`config.mk`:
```
export PLATFORM = sky130hd
export DESIGN_NAME = wv_pulse_ctrl
export DESIGN_NICKNAME = d
export VERILOG_FILES = /design/src/rtl/wv_pkg.sv /design/src/rtl/wv_phase_timer.sv /design/src/rtl/wv_write_counter.sv /design/src/rtl/wv_seq_fsm.sv /design/src/rtl/wv_pulse_ctrl.sv
export SDC_FILE = /design/constraint.sdc
export NUM_CORES = 1
export LEC_CHECK = 0
export BUFFER_PORTS_ARGS = -buffer_cell sky130_fd_sc_hd__buf_2
export CAP_MARGIN = 20
export CELL_PAD_IN_SITES_DETAIL_PLACEMENT = 1
export CELL_PAD_IN_SITES_GLOBAL_PLACEMENT = 1
export CORE_MARGIN = 5
export CORE_UTILIZATION = 43
export CTS_CLUSTER_SIZE = 25
export DETAILED_ROUTE_END_ITERATION = 10
export HOLD_SLACK_MARGIN = 0.03
export PLACE_DENSITY_LB_ADDON = 0.1
export SETUP_SLACK_MARGIN = 0.05
export SYNTH_ARGS = -nofsm -noshare
export SYNTH_HDL_FRONTEND = slang
export SYNTH_SLANG_ARGS = --single-unit
```
`constraint.sdc`:
```
create_clock -name clk -period 8.51 [get_ports clk]
set_clock_uncertainty 0.2 [all_clocks]
set_input_delay 1.702 -clock clk [delete_from_list [all_inputs] [get_ports clk]]
set_output_delay 1.702 -clock clk [all_outputs]
set_load 0.1 [all_outputs]
```
`src/rtl/wv_pkg.sv`:
```
package wv_pkg;

  typedef enum logic [1:0] {
    ST_IDLE  = 2'd0,
    ST_READ  = 2'd1,
    ST_WRITE = 2'd2,
    ST_ACK   = 2'd3
  } wv_state_e;

  localparam logic LVL_READ  = 1'b0;
  localparam logic LVL_WRITE = 1'b1;

  // Slot length in cycles: at least two so a slot always has an undriven tail.
  function automatic int unsigned slot_cycles(input int unsigned period);
    return (period < 32'd2) ? 32'd2 : period;
  endfunction

  // Driven cycles inside a slot: at least one, at most one less than the slot.
  function automatic int unsigned on_cycles(input int unsigned len, input int unsigned slot);
    if (len == 32'd0) return 32'd1;
    if (len >= slot) return slot - 32'd1;
    return len;
  endfunction

endpackage

```
`src/rtl/wv_phase_timer.sv`:
```
module wv_phase_timer #(
  parameter int unsigned CNT_W = 8
) (
  input  logic             clk,
  input  logic             rst_n,
  input  logic             run_i,
  input  logic             is_write_i,
  input  logic [CNT_W-1:0] period_i,
  input  logic [CNT_W-1:0] rd_len_i,
  input  logic [CNT_W-1:0] wr_len_i,
  output logic             pulse_on_o,
  output logic             sample_pt_o,
  output logic             slot_last_o
);
  import wv_pkg::*;

  logic [CNT_W-1:0] cnt_q;
  logic [CNT_W-1:0] slot_len;
  logic [CNT_W-1:0] on_len;
  logic [CNT_W-1:0] raw_len;

  assign raw_len  = is_write_i ? wr_len_i : rd_len_i;
  assign slot_len = CNT_W'(slot_cycles(32'(period_i)));
  assign on_len   = CNT_W'(on_cycles(32'(raw_len), 32'(slot_len)));

  assign slot_last_o = (cnt_q == slot_len - CNT_W'(1));
  assign pulse_on_o  = (cnt_q < on_len);
  assign sample_pt_o = (cnt_q == on_len - CNT_W'(1));

  always_ff @(posedge clk or negedge rst_n) begin
    if (!rst_n)           cnt_q <= '0;
    else if (!run_i)      cnt_q <= '0;
    else if (slot_last_o) cnt_q <= '0;
    else                  cnt_q <= cnt_q + CNT_W'(1);
  end

endmodule

```
`src/rtl/wv_write_counter.sv`:
```
module wv_write_counter #(
  parameter int unsigned PC_W = 8
) (
  input  logic            clk,
  input  logic            rst_n,
  input  logic            clear_i,
  input  logic            inc_i,
  input  logic [PC_W-1:0] max_i,
  output logic            at_limit_o
);
  logic [PC_W-1:0] cnt_q;

  assign at_limit_o = (cnt_q >= max_i);

  always_ff @(posedge clk or negedge rst_n) begin
    if (!rst_n)                    cnt_q <= '0;
    else if (clear_i)              cnt_q <= '0;
    else if (inc_i && !at_limit_o) cnt_q <= cnt_q + PC_W'(1);
  end

endmodule

```
`src/rtl/wv_seq_fsm.sv`:
```
module wv_seq_fsm (
  input  logic              clk,
  input  logic              rst_n,
  input  logic              go_i,
  input  logic              cmp_met_i,
  input  logic              sample_pt_i,
  input  logic              slot_last_i,
  input  logic              at_limit_i,
  output wv_pkg::wv_state_e state_o,
  output logic              timeout_q_o
);
  import wv_pkg::*;

  wv_state_e st_q, st_d;
  logic      decide;

  assign decide = (st_q == ST_READ) && go_i && sample_pt_i;

  always_comb begin
    st_d = st_q;
    unique case (st_q)
      ST_IDLE:  if (go_i) st_d = ST_READ;
      ST_READ: begin
        if (!go_i)                                      st_d = ST_IDLE;
        else if (sample_pt_i && (cmp_met_i || at_limit_i)) st_d = ST_ACK;
        else if (slot_last_i)                           st_d = ST_WRITE;
      end
      ST_WRITE: begin
        if (!go_i)            st_d = ST_IDLE;
        else if (slot_last_i) st_d = ST_READ;
      end
      ST_ACK:   st_d = ST_IDLE;
      default:  st_d = ST_IDLE;
    endcase
  end

  always_ff @(posedge clk or negedge rst_n) begin
    if (!rst_n) begin
      st_q        <= ST_IDLE;
      timeout_q_o <= 1'b0;
    end else begin
      st_q <= st_d;
      if (decide) timeout_q_o <= !cmp_met_i && at_limit_i;
    end
  end

  assign state_o = st_q;

endmodule

```
`src/rtl/wv_pulse_ctrl.sv`:
```
module wv_pulse_ctrl #(
  parameter int unsigned CNT_W = 8,
  parameter int unsigned PC_W  = 8
) (
  input  logic             clk,
  input  logic             rst_n,
  input  logic             go_i,
  input  logic             cmp_met_i,
  input  logic [CNT_W-1:0] cfg_period_i,
  input  logic [CNT_W-1:0] cfg_rd_len_i,
  input  logic [CNT_W-1:0] cfg_wr_len_i,
  input  logic [PC_W-1:0]  cfg_max_wr_i,
  output logic             drive_en_o,
  output logic             level_sel_o,
  output logic             sample_o,
  output logic             ack_o,
  output logic             timeout_o
);
  import wv_pkg::*;

  wv_state_e state_w;
  logic      in_read_w, in_write_w, busy_w;
  logic      pulse_on_w, sample_pt_w, slot_last_w;
  logic      at_limit_w, timeout_q_w;
  logic      wr_done_w;

  assign in_read_w  = (state_w == ST_READ);
  assign in_write_w = (state_w == ST_WRITE);
  assign busy_w     = in_read_w || in_write_w;
  assign wr_done_w  = in_write_w && go_i && slot_last_w;

  wv_phase_timer #(.CNT_W(CNT_W)) u_timer (
    .clk        (clk),
    .rst_n      (rst_n),
    .run_i      (busy_w),
    .is_write_i (in_write_w),
    .period_i   (cfg_period_i),
    .rd_len_i   (cfg_rd_len_i),
    .wr_len_i   (cfg_wr_len_i),
    .pulse_on_o (pulse_on_w),
    .sample_pt_o(sample_pt_w),
    .slot_last_o(slot_last_w)
  );

  wv_write_counter #(.PC_W(PC_W)) u_wcnt (
    .clk       (clk),
    .rst_n     (rst_n),
    .clear_i   (!busy_w),
    .inc_i     (wr_done_w),
    .max_i     (cfg_max_wr_i),
    .at_limit_o(at_limit_w)
  );

  wv_seq_fsm u_fsm (
    .clk        (clk),
    .rst_n      (rst_n),
    .go_i       (go_i),
    .cmp_met_i  (cmp_met_i),
    .sample_pt_i(sample_pt_w),
    .slot_last_i(slot_last_w),
    .at_limit_i (at_limit_w),
    .state_o    (state_w),
    .timeout_q_o(timeout_q_w)
  );

  assign drive_en_o  = busy_w && pulse_on_w;
  assign level_sel_o = in_write_w ? LVL_WRITE : LVL_READ;
  assign sample_o    = in_read_w && sample_pt_w;
  assign ack_o       = (state_w == ST_ACK);
  assign timeout_o   = ack_o && timeout_q_w;

endmodule


```
Word-level counts from Yosys, hierarchy flattened. Index checks and enable logic that the tools add are counted.

Register bits: 19. Latch bits: 0. Memory bits (writable): 0. ROM bits: 0. Word-level logic and storage cells: 60. Memories kept: 0.

Add/subtract/negate cells: 5. Multiply operators: 0. Div/mod/pow operators: 0. Order comparisons: 4. Equal/unequal tests: 9. Shift-type cells: 0. Multiplexer cells: 21. Bitwise gates (word level): 0. Reductions and logical operators: 17.

Operator list (count): $mux W8 (9); $sub A8 B1 Y8 const B (3); $add A8 B1 Y8 const B (2); $eq A8 B8 Y1 (2); $ge A8 B8 Y1 (2); $mux W2 (6); $logic_and A1 B1 Y1 (10); $logic_not A8 Y1 (1); $lt A8 B2 Y1 const B (1); $lt A8 B8 Y1 (1); $pmux W2 S4 (1); $mux W1 (5); $eq A2 B2 Y1 const B (2); $ne A4 B2 Y1 const B (1); $ne A3 B2 Y1 const B (1); $reduce_and A3 Y1 (1); $eq A2 B1 Y1 const B (1); $logic_not A1 Y1 (2); $logic_not A2 Y1 (1); $logic_or A1 B1 Y1 (2); $ne A2 B1 Y1 const B (1); $ne A2 B2 Y1 const B (1).

Logic depth before layout (Yosys ltp). Gate-level depths: netlist (run 1).

Word-level depth: 13. Gate-level depth with buffers: 24. Mapped depth without buffers: 23.

Modules after synthesis. Synthesis (run 1) repeated with hierarchy kept, for this count alone.

Cell total of the unflattened synthesis: 302. Area total of the unflattened synthesis: 2558.7 um^2.

By module, submodules not included: wv_phase_timer (instances 1, cells an instance 204, area an instance 1634.1 um^2); wv_write_counter (instances 1, cells an instance 73, area an instance 683.2 um^2); wv_seq_fsm (instances 1, cells an instance 15, area an instance 167.7 um^2); wv_pulse_ctrl (instances 1, cells an instance 10, area an instance 73.8 um^2).

Worst setup path after synthesis (run 1). Ideal clock, no wire load.

Path kind: input -> output. Start point: in cfg_period_i[6]. End point: out sample_o. Data arrival time: 8.242 ns. Data required time: 6.608 ns. Path slack: -1.634 ns. Stages: 17. Path buffers: 1. Cells stage by stage: nor4_1 > nand2_1 > nand2_1 > inv_1 > ha_1 > nand2b_1 > a21oi_1 > or4_4 > buf_6 > nand2_1 > nand2_1 > o211ai_1 > ha_1 > nand3b_1 > xor2_1 > or4_4 > nor4b_1.

Cells in the longest elaborated chain, start to end: 10. Elaborated cells on any way between the ends: 12. Classes of those cells: 2 x add/sub; 2 x order compare; 1 x eq/ne; 6 x mux; 1 x reduce/logical.

RTL lines: start: declaration (line wv_pulse_ctrl.sv:9) `input logic [CNT_W-1:0] cfg_period_i,`; $lt A8 B2 Y1 (line wv_pkg.sv:15) `return (period < 32'd2) ? 32'd2 : period;`; $mux W8 (*) (line wv_pkg.sv:15); $ge A8 B8 Y1 (line wv_pkg.sv:21) `if (len >= slot) return slot - 32'd1;`; $mux W1 (2 in a row) (line wv_pkg.sv:21); $mux W8 (*) (line wv_pkg.sv:22) `return len;`; $mux W8 (*) (line wv_pkg.sv:21); $sub A8 B1 Y8 (*) (line wv_phase_timer.sv:28) `assign sample_pt_o = (cnt_q == on_len - CNT_W'(1));`; $eq A8 B8 Y1 (*) (line wv_phase_timer.sv:28); $logic_and A1 B1 Y1 (*) (line wv_pulse_ctrl.sv:68) `assign sample_o = in_read_w && sample_pt_w;`; end: declaration (line wv_pulse_ctrl.sv:15) `output logic sample_o,`.

Mark *: on every way between the ends. The rest lies on a longest branch, timed or not. The select of a mux whose other input is x is not followed.

Worst setup path in the final report (run 1). Same ends and word-level chain as after synthesis.

==> metrics.cfg, run 1 <==
[logic_synthesis]
ys.flop_type=dfrtp_1
ys_warn_count=0
syn_nets=381
yosysTopAreaCell=dfrtp_1
synth.distinct_cells=58
synth_cells=313
async_reset_ff_share_pct=100.0
synthTopCellsByCount=ha_1, inv_1, xnor2_1
synth.ff_latch_count=19
synth_edf_count=0
synthMostInstantiatedCell=ha_1
ys_top_cells_by_area=dfrtp_1, ha_1, xnor2_1
syn_area_sq_mm=0.002623
ys_seq_area_share_pct=18.13
syn_avg_cell_area_sq_um=8.379
yosysTopAreaCellShare_pct=18.13

[sta]
worst_slack_ns=0.3670
period_needed_ns=8.143
finalCritPeriodShare_pct=95.69
timing.hold.ws_ns=0.2828
finalHoldViolations=0
rsz0062_at_grt=no
setup_viol=0
fmax_ghz=0.1228
drv_slew=0
worstMarginPinSlew_ns=0.8676
setup_tns_ns=0
max_slew_margin_pct=41.91

[critical_path]
worstSetupEndpointType=output port
cp.arrival_ns=6.24
r2r-start=u_fsm.state_o[0]$_DFFE_PN0P_
reg2reg_depth=16
crit_path_start_kind=input pin
crit_type=in2out
reg2reg_to=u_fsm.state_o[1]$_DFFE_PN0P_
path_max_fanout=10
rrSetupSlack_ns=2.87
worstPathRequired_ns=6.61

[cts]
cts_buffers=3
htreeDepth=1
holdBufCountCts=0
root_buffer=clkbuf_8
clk_latency_ns=0.25
cts_tree=done
cts_sinks=19
cts_resized=0
cts_setup_buffers=0
path_clk_slew_ns=0.07
cts_buffer_depth=2

[global_routing]
use_met3_pct=3.010
grt_max_degree=20
track_usage_pct=19.43
grt_overflow_total=0
met1_usage_pct=28.74
grt_pass1_wl_um=11980
top_usage_layer=met2
grt_pass1_vias=2454
antenna_found_initial=0
grt.met2_usage_pct=31.37

[placement]
post-place-ws_ns=0.3903
dp_hpwl_um=6164
portBuffers=40
gp_congestion=0.8478
placed_area_sq_mm=0.002912

[hold_path]
worstHoldEndpoint=u_fsm.timeout_q_o$_DFFE_PN0P_
hp-class=reg2reg
hp-start=u_fsm.timeout_q_o$_DFFE_PN0P_
hold_depth=1

[detailed_routing]
drc=0
vias_per_cell=5.681
vias=2437
wl_um=7283
drt.antenna.violating_nets=0
dr.pass1.iters=5
wire_per_inst_um=16.98
drt_iter0_drc=80

[floorplan]
dieHeight_um=88.10
rows=28
core_sq_mm=0.005921
io_pins=41
die_w_um=88.10
start_util_pct=44.29
dieArea_sq_mm=0.007761

[power_and_ir_drop]
combPwrFrac_pct=63.9
switching_share_pct=50.21
seqPwrFrac_pct=23.8
clkPwrFrac_pct=12.2
p_leak_nw=1.396
netSwitchingPower_w=0.0002542
finalPower_w=0.0005063
power_density_mw_per_mm2=171.3
intPower_w=0.0002521
peakVddDrop_v=0.0001570

[flow_run]
maxCapViolCount=0

[final_layout]
design_area_sq_mm=0.002957
layout-drive-gt1-share_pct=18.93
areaGrowthSynthToFinish_pct=12.74
layout.nets=423
num_antenna_cells=0

[status]
status=finished clean

power groups by stage:
stage	Clock, W	Sequential (W)	Combinational (W)
CTS	0.0000637	0.000121	0.000324
global placement	0	0.000122	0.000316
detailed placement	0	0.000123	0.000322
global route	0.0000678	0.000123	0.000356
finish	0.0000619	0.000121	0.000324
floorplan	0	0.000112	0.000252
registers in the layout, indices dropped and copies added, names as in the netlist:
register,count
u_wcnt.cnt_q,8
u_fsm.timeout_q_o,1
u_timer.cnt_q,8
u_fsm.state_o,2
layer usage:
layer,part of all wire [%],up-vias
met3,6.5,2
li1,-,1210
met4,0.12,0
met1,48,1173
met5,0,-
met2,46,52
kinds of logic (layout without fill, tap and decap cells):
family,after synthesis,count (layout),synth area share (%)
compound gates,55,55,16.60
xor+xnor,32,32,10.69
fa+ha+maj,32,32,15.27
buf+inv,33,74,5.629
flops,19,19,18.13
mux,14,14,5.963
simple gates,128,128,27.72
worst max-delay path, stage by stage:
cell and delay [ns]:
buf_2 0.13, nor4_1 0.36, nand2_1 0.09, nand2_1 0.12, inv_1 0.09, ha_1 0.28
nand2b_1 0.16, a21oi_1 0.14, nor4_4 0.60, nor2_1 0.29, o21ai_0 0.25, and2_1 0.18
ha_1 0.28, nand3b_1 0.13, xor2_1 0.18, or4_4 0.54, nor4b_4 0.26, buf_2 0.46
worst max path at each step:
stage,startpoint,end,cells past startpoint
final,cfg_period_i[6],sample_o,18
after global routing,cfg_period_i[6],sample_o,18
after CTS,cfg_period_i[6],sample_o,18
after detailed placement,cfg_period_i[6],sample_o,18
after global placement,cfg_period_i[6],drive_en_o,22
after floorplan,cfg_period_i[6],sample_o,17
cells in the final DEF (no fill, tap or decap), drive strengths merged, types with 2 or more instances in the layout:
cell type / count
and2: 11
ha: 32
nand2b: 5
nand4: 4
or3: 5
xor2: 8
a21oi: 10
o21a: 2
o211a: 2
nand2: 23
xnor2: 24
nor2b: 7
nor3: 10
a211oi: 5
a21o: 3
inv: 26
nor4: 7
or4: 5
o31a: 3
o32ai: 3
mux2i: 7
and3: 9
clkbuf: 4
dfrtp: 19
o21ai: 11
o211ai: 4
mux2: 7
nor4b: 2
a311oi: 3
buf: 44
nor2: 22
a22oi: 2
nand3: 13
area by class of cell:
cell class	count	area [sq um]
flip-flops and latches	19	475.5
repair buffers	44	230.2
fillers	743	2964
multi-input cells	261	2014
well taps	75	93.84
clock buffers	4	45.04
inverters	26	97.59
through the flow:
| step | utilization [%] | std cells |
|---|---|---|
| 2_1_floorplan | - | 313 |
| 3_5_place_dp | 49.18 | 425 |
| 6_report | 49.94 | 429 |
| 4_1_cts | 49.94 | 429 |
| 5_1_grt | 49.94 | 429 |
| 3_3_place_gp | 49.18 | 425 |
No activity file was read; power rests on OpenSTA's default activity.
==> run 2, diff against run 1 <==
--- a/config.mk
+++ b/config.mk
@@ -6,7 +6,6 @@
 export NUM_CORES = 1
 export LEC_CHECK = 0
 export BUFFER_PORTS_ARGS = -buffer_cell sky130_fd_sc_hd__buf_2
-export CAP_MARGIN = 20
 export CELL_PAD_IN_SITES_DETAIL_PLACEMENT = 1
 export CELL_PAD_IN_SITES_GLOBAL_PLACEMENT = 1
 export CORE_MARGIN = 5
@@ -15,6 +14,7 @@
 export DETAILED_ROUTE_END_ITERATION = 10
 export HOLD_SLACK_MARGIN = 0.03
 export PLACE_DENSITY_LB_ADDON = 0.1
+export RECOVER_POWER = 100
 export SETUP_SLACK_MARGIN = 0.05
 export SYNTH_ARGS = -nofsm -noshare
 export SYNTH_HDL_FRONTEND = slang
==> metrics.cfg, run 2 (synthesized netlist as in run 1, its figures left out) <==
[detailed_routing]
dr.pass1.iters=4  ; was 5
vias_per_cell=5.716  ; was 5.681
drc=0  ; unchanged
wl_um=7291  ; was 7283 um
wire_per_inst_um=17.00  ; was 16.98 um
vias=2452  ; was 2437
drt_iter0_drc=89  ; was 80
drt.antenna.violating_nets=0  ; unchanged

[sta]
period_needed_ns=8.169  ; was 8.143 ns
finalHoldViolations=0  ; unchanged
max_slew_margin_pct=22.57  ; was 41.91%
finalCritPeriodShare_pct=95.99  ; was 95.69%
setup_tns_ns=0  ; unchanged
worstMarginPinSlew_ns=1.167  ; was 0.8676 ns
setup_viol=0  ; unchanged
timing.hold.ws_ns=0.2823  ; was 0.2828 ns
fmax_ghz=0.1224  ; was 0.1228 GHz
drv_slew=0  ; unchanged
rsz0062_at_grt=no  ; unchanged

[cts]
cts_setup_buffers=0  ; unchanged
path_clk_slew_ns=0.07  ; about the same
holdBufCountCts=0  ; unchanged
cts_resized=0  ; unchanged
htreeDepth=1  ; unchanged
cts_buffers=3  ; unchanged
cts_sinks=19  ; unchanged
root_buffer=clkbuf_8  ; unchanged
cts_buffer_depth=2  ; unchanged
clk_latency_ns=0.25  ; about the same
cts_tree=done  ; unchanged

[final_layout]
layout-drive-gt1-share_pct=17.23  ; was 18.93%
areaGrowthSynthToFinish_pct=12.31  ; was 12.74%
layout_commonest_cell=buf_2  ; unchanged
layout_common_cells=buf_2, ha_1, inv_1  ; unchanged
num_antenna_cells=0  ; unchanged
layout.nets=423  ; unchanged

[power_and_ir_drop]
power_density_mw_per_mm2=171.7  ; was 171.3 mW/mm^2
peakVddDrop_v=0.0001565  ; was 0.0001570 V
p_leak_nw=1.373  ; was 1.396 nW

[critical_path]
reg2reg_to=u_fsm.state_o[1]$_DFFE_PN0P_  ; unchanged
cp.arrival_ns=6.27  ; was 6.24 ns
cp-endpoint=sample_o  ; unchanged
crit_type=in2out  ; unchanged
reg2reg_depth=16  ; unchanged
worstPathRequired_ns=6.61  ; about the same
setup.worst_path.start=cfg_period_i[6]  ; unchanged
worstSetupEndpointType=output port  ; unchanged
r2r-start=u_fsm.state_o[0]$_DFFE_PN0P_  ; unchanged
path_max_fanout=10  ; unchanged
crit_path_start_kind=input pin  ; unchanged
rrSetupSlack_ns=2.90  ; was 2.87 ns

[floorplan]
start_util_pct=44.29  ; unchanged
core_sq_mm=0.005921  ; unchanged
die_w_um=88.10  ; unchanged
io_pins=41  ; unchanged
dieArea_sq_mm=0.007761  ; unchanged
dieHeight_um=88.10  ; unchanged
rows=28  ; unchanged

[placement]
gp_congestion=0.8478  ; unchanged
portBuffers=40  ; unchanged
dp_hpwl_um=6164  ; unchanged

[global_routing]
grt_pass1_wl_um=11980  ; unchanged
grt_pass1_vias=2454  ; unchanged
grt_max_degree=20  ; unchanged
track_usage_pct=19.43  ; unchanged
antenna_found_initial=0  ; unchanged
grt_overflow_total=0  ; unchanged

[flow_run]
maxCapViolCount=0  ; unchanged

[status]
status=finished clean  ; unchanged

[hold_path]
hp-class=reg2reg  ; unchanged

run 2: worst min-delay path by stage:
stage	from	to	cells after the start
finish	u_fsm.timeout_q_o$_DFFE_PN0P_	u_fsm.timeout_q_o$_DFFE_PN0P_	1
global route	u_fsm.timeout_q_o$_DFFE_PN0P_	u_fsm.timeout_q_o$_DFFE_PN0P_	1
CTS	u_fsm.timeout_q_o$_DFFE_PN0P_	u_fsm.timeout_q_o$_DFFE_PN0P_	1
detailed placement	u_fsm.timeout_q_o$_DFFE_PN0P_	u_fsm.timeout_q_o$_DFFE_PN0P_	1
global placement	u_fsm.timeout_q_o$_DFFE_PN0P_	u_fsm.timeout_q_o$_DFFE_PN0P_	1
floorplan	u_fsm.timeout_q_o$_DFFE_PN0P_	u_fsm.timeout_q_o$_DFFE_PN0P_	1
run 2: worst max-delay path, stage by stage:
cell	delay (ns)
clkbuf_1	0.13
nor4_1	0.37
nand2_1	0.09
nand2_1	0.12
inv_1	0.10
ha_1	0.28
nand2b_1	0.16
a21oi_1	0.14
nor4_4	0.59
nor2_1	0.29
o21ai_0	0.25
and2_1	0.18
ha_1	0.28
nand3b_1	0.13
xor2_1	0.18
or4_4	0.54
nor4b_4	0.26
buf_2	0.46
run 2: metal layers:
| metal | vias to the layer above | GRT usage (%) | routed length [um] |
|---|---|---|---|
| li1 | 1211 | - | - |
| met1 | 1190 | 28.74 | 3547 |
| met2 | 47 | 31.37 | 3362 |
| met3 | 4 | 3.010 | 370 |
| met4 | 0 | 1.099 | 11 |
| met5 | - | 0 | 0 |
run 2: area by class of cell:
class / count / area (sq um)
fillers: 745 / 2975
multi-input cells: 261 / 2009
flip-flops and latches: 19 / 475.5
repair buffers: 44 / 224.0
inverters: 26 / 97.59
well taps: 75 / 93.84
clock buffers: 4 / 45.04
run 2: power by group:
part           internal, W  switching (W)
clock network    0.0000332      0.0000281
logic             0.000117       0.000206
registers         0.000101      0.0000199
total             0.000251       0.000254
run 2: stage by stage:
| step | cells | instance area (sq um) | utilization (%) | worst slack [ns] | total power, W |
|---|---|---|---|---|---|
| 6_report | 429 | 2945 | 49.75 | 0.3410 | 0.0005058 |
| 2_1_floorplan | 313 | 2638 | - | 0.3935 | 0.0003635 |
| 3_3_place_gp | 425 | 2912 | 49.18 | 0.5958 | 0.0004383 |
| 4_1_cts | 429 | 2957 | 49.94 | 0.3774 | 0.0005089 |
| 5_1_grt | 429 | 2945 | 49.75 | 0.06063 | 0.0005469 |
| 3_5_place_dp | 425 | 2912 | 49.18 | 0.3903 | 0.0004450 |
==> run 3, diff against run 2 <==
--- a/config.mk
+++ b/config.mk
@@ -5,13 +5,13 @@
 export SDC_FILE = /design/constraint.sdc
 export NUM_CORES = 1
 export LEC_CHECK = 0
-export BUFFER_PORTS_ARGS = -buffer_cell sky130_fd_sc_hd__buf_2
 export CELL_PAD_IN_SITES_DETAIL_PLACEMENT = 1
 export CELL_PAD_IN_SITES_GLOBAL_PLACEMENT = 1
 export CORE_MARGIN = 5
-export CORE_UTILIZATION = 43
+export CORE_UTILIZATION = 49
 export CTS_CLUSTER_SIZE = 25
 export DETAILED_ROUTE_END_ITERATION = 10
+export DONT_BUFFER_PORTS = 1
 export HOLD_SLACK_MARGIN = 0.03
 export PLACE_DENSITY_LB_ADDON = 0.1
 export RECOVER_POWER = 100
==> metrics.cfg, run 3 (synthesized netlist as in run 1, its figures left out) <==
[status]
status=finished clean  ; unchanged

[detailed_routing]
dr.pass1.iters=4  ; unchanged
drt_iter0_drc=68  ; was 89
wl_um=7044  ; was 7291 um
drt.antenna.violating_nets=0  ; unchanged
wire_per_inst_um=18.34  ; was 17.00 um
drc=0  ; unchanged
vias=2321  ; was 2452
vias_per_cell=6.044  ; was 5.716

[power_and_ir_drop]
power_density_mw_per_mm2=178.5  ; was 171.7 mW/mm^2
clkPwrFrac_pct=13.1  ; was 12.1%
switching_share_pct=50.11  ; was 50.30%
intPower_w=0.0002440  ; was 0.0002514 W
peakVddDrop_v=0.0001194  ; was 0.0001565 V
combPwrFrac_pct=62.2  ; was 64.0%
p_leak_nw=1.219  ; was 1.373 nW
seqPwrFrac_pct=24.7  ; was 23.9%
netSwitchingPower_w=0.0002451  ; was 0.0002544 W

[critical_path]
cp.arrival_ns=6.01  ; was 6.27 ns
cp_cell_sequence=nor4_1, clkbuf_1, nand2_1, nand2_1, inv_1, ha_1, nand2b_1, a21oi_1, nor4_4, nor2_1, o21ai_0, and2_0, ha_1, nand3b_1, xor2_1, or4_4, nor4b_4, buf_4  ; was clkbuf_1, nor4_1, nand2_1, nand2_1, inv_1, ha_1, nand2b_1, a21oi_1, nor4_4, nor2_1, o21ai_0, and2_1, ha_1, nand3b_1, xor2_1, or4_4, nor4b_4, buf_2
crit_path_start_kind=input pin  ; unchanged
rrSetupSlack_ns=2.95  ; was 2.90 ns
reg2reg_to=u_fsm.timeout_q_o$_DFFE_PN0P_  ; was u_fsm.state_o[1]$_DFFE_PN0P_
worstPathRequired_ns=6.61  ; about the same
worstSetupEndpointType=output port  ; unchanged
slowest_stage=nor4_4  ; unchanged
r2r-start=u_fsm.state_o[0]$_DFFE_PN0P_  ; unchanged
critical_path.max_stage_delay_ns=0.54  ; was 0.59 ns
path_max_fanout=10  ; unchanged
reg2reg_depth=18  ; was 16
crit_type=in2out  ; unchanged

[placement]
dp_hpwl_um=5872  ; was 6164 um
portBuffers=0  ; was 40
gp_congestion=0.8678  ; was 0.8478

[floorplan]
dieHeight_um=83.16  ; was 88.10 um
start_util_pct=51.02  ; was 44.29%
die_w_um=83.16  ; was 88.10 um
rows=26  ; was 28
core_sq_mm=0.005140  ; was 0.005921 sq mm
dieArea_sq_mm=0.006915  ; was 0.007761 sq mm
io_pins=41  ; unchanged

[global_routing]
track_usage_pct=20.43  ; was 19.43%
grt_pass1_wl_um=11760  ; was 11980 um
grt_pass1_vias=2374  ; was 2454
antenna_found_initial=0  ; unchanged
grt_overflow_total=0  ; unchanged
grt_max_degree=20  ; unchanged

[cts]
path_clk_slew_ns=0.07  ; about the same
cts_sinks=19  ; unchanged
clk_latency_ns=0.26  ; was 0.25 ns
cts_tree=done  ; unchanged
holdBufCountCts=0  ; unchanged
cts_buffers=3  ; unchanged
cts_buffer_depth=2  ; unchanged
cts_resized=0  ; unchanged
cts_setup_buffers=0  ; unchanged
root_buffer=clkbuf_8  ; unchanged
htreeDepth=1  ; unchanged

[sta]
finalCritPeriodShare_pct=93.02  ; was 95.99%
worstMarginPinSlew_ns=1.378  ; was 1.167 ns
fmax_ghz=0.1263  ; was 0.1224 GHz
max_slew_margin_pct=8.059  ; was 22.57%
rsz0062_at_grt=no  ; unchanged
timing.hold.ws_ns=0.3028  ; was 0.2823 ns
drv_slew=0  ; unchanged
finalHoldViolations=0  ; unchanged
setup_viol=0  ; unchanged
setup_tns_ns=0  ; unchanged
period_needed_ns=7.916  ; was 8.169 ns

[hold_path]
hp-class=reg2reg  ; unchanged
hold_depth=1  ; unchanged
hp-start=u_fsm.timeout_q_o$_DFFE_PN0P_  ; unchanged
worstHoldEndpoint=u_fsm.timeout_q_o$_DFFE_PN0P_  ; unchanged

[final_layout]
layout.nets=383  ; was 423
num_antenna_cells=0  ; unchanged
layout_commonest_cell=ha_1  ; was buf_2
layout-drive-gt1-share_pct=7.962  ; was 17.23%
layout_common_cells=ha_1, inv_1, xnor2_1  ; was buf_2, ha_1, inv_1
areaGrowthSynthToFinish_pct=4.485  ; was 12.31%

[flow_run]
maxCapViolCount=0  ; unchanged

[run 3: cell count changes in the layout (fill, tap and decap cells not counted)]
cell | previous run | this run
buf_4 | 4 | 2
ha_1 | 32 | 31
buf_2 | 34 | 0
clkbuf_1 | 6 | 3
ha_2 | 0 | 1
clkbuf_2 | 1 | 0
[run 3: how the worst max path moves through the flow]
stage	cells past startpoint	endpoint	startpoint	slack, ns
floorplan	17	sample_o	cfg_period_i[6]	0.39
global placement	18	sample_o	cfg_period_i[6]	0.83
detailed placement	18	sample_o	cfg_period_i[6]	0.70
CTS	18	sample_o	cfg_period_i[6]	0.69
global route	18	sample_o	cfg_period_i[6]	0.11
finish	18	sample_o	cfg_period_i[6]	0.59
[run 3: routing by layer]
layer / wire (um) / vias to the layer above / track usage, %
met5: 0 / - / 0
met3: 216 / 4 / 3.663
li1: - / 1133 / -
met4: 36 / 0 / 1.783
met1: 3230 / 1146 / 26.27
met2: 3560 / 38 / 36.81
[run 3: critical path, delay by kind of cell]
kind,cells,cell delay [ns]
AND/OR/NAND/NOR,10,2.55
buffers and inverters,3,0.65
adder cells (fa/ha/maj),2,0.57
AO/OA/AOI/OAI,2,0.35
XOR/XNOR,1,0.17
[run 3: power by group through the flow]
| stage | Combinational, W | Clock [W] | Sequential [W] |
|---|---|---|---|
| 3_5_place_dp | 0.000306 | 0 | 0.000123 |
| 5_1_grt | 0.000337 | 0.0000724 | 0.000123 |
| 2_1_floorplan | 0.000252 | 0 | 0.000112 |
| 3_3_place_gp | 0.000300 | 0 | 0.000122 |
| 4_1_cts | 0.000308 | 0.0000669 | 0.000121 |
| 6_report | 0.000304 | 0.0000641 | 0.000121 |
[run 3: cell type report]
type | instances | area, sq um
clock buffer | 4 | 45.04
timing repair buffer | 4 | 22.52
multi-input combinational | 261 | 2012
fill | 644 | 2400
sequential | 19 | 475.5
inverter | 26 | 97.59
tap | 70 | 87.58
[run 3: stage by stage]
step	power [W]	cells	worst slack [ns]	utilization, %	instance area [sq um]
final	0.0004892	384	0.5938	53.31	2740
after global routing	0.0005323	384	0.1069	53.31	2740
after CTS	0.0004960	384	0.6857	53.55	2753
after detailed placement	0.0004289	380	0.7002	52.68	2708
after global placement	0.0004220	380	0.8304	52.68	2708
after floorplan	0.0003635	313	0.3935	-	2638
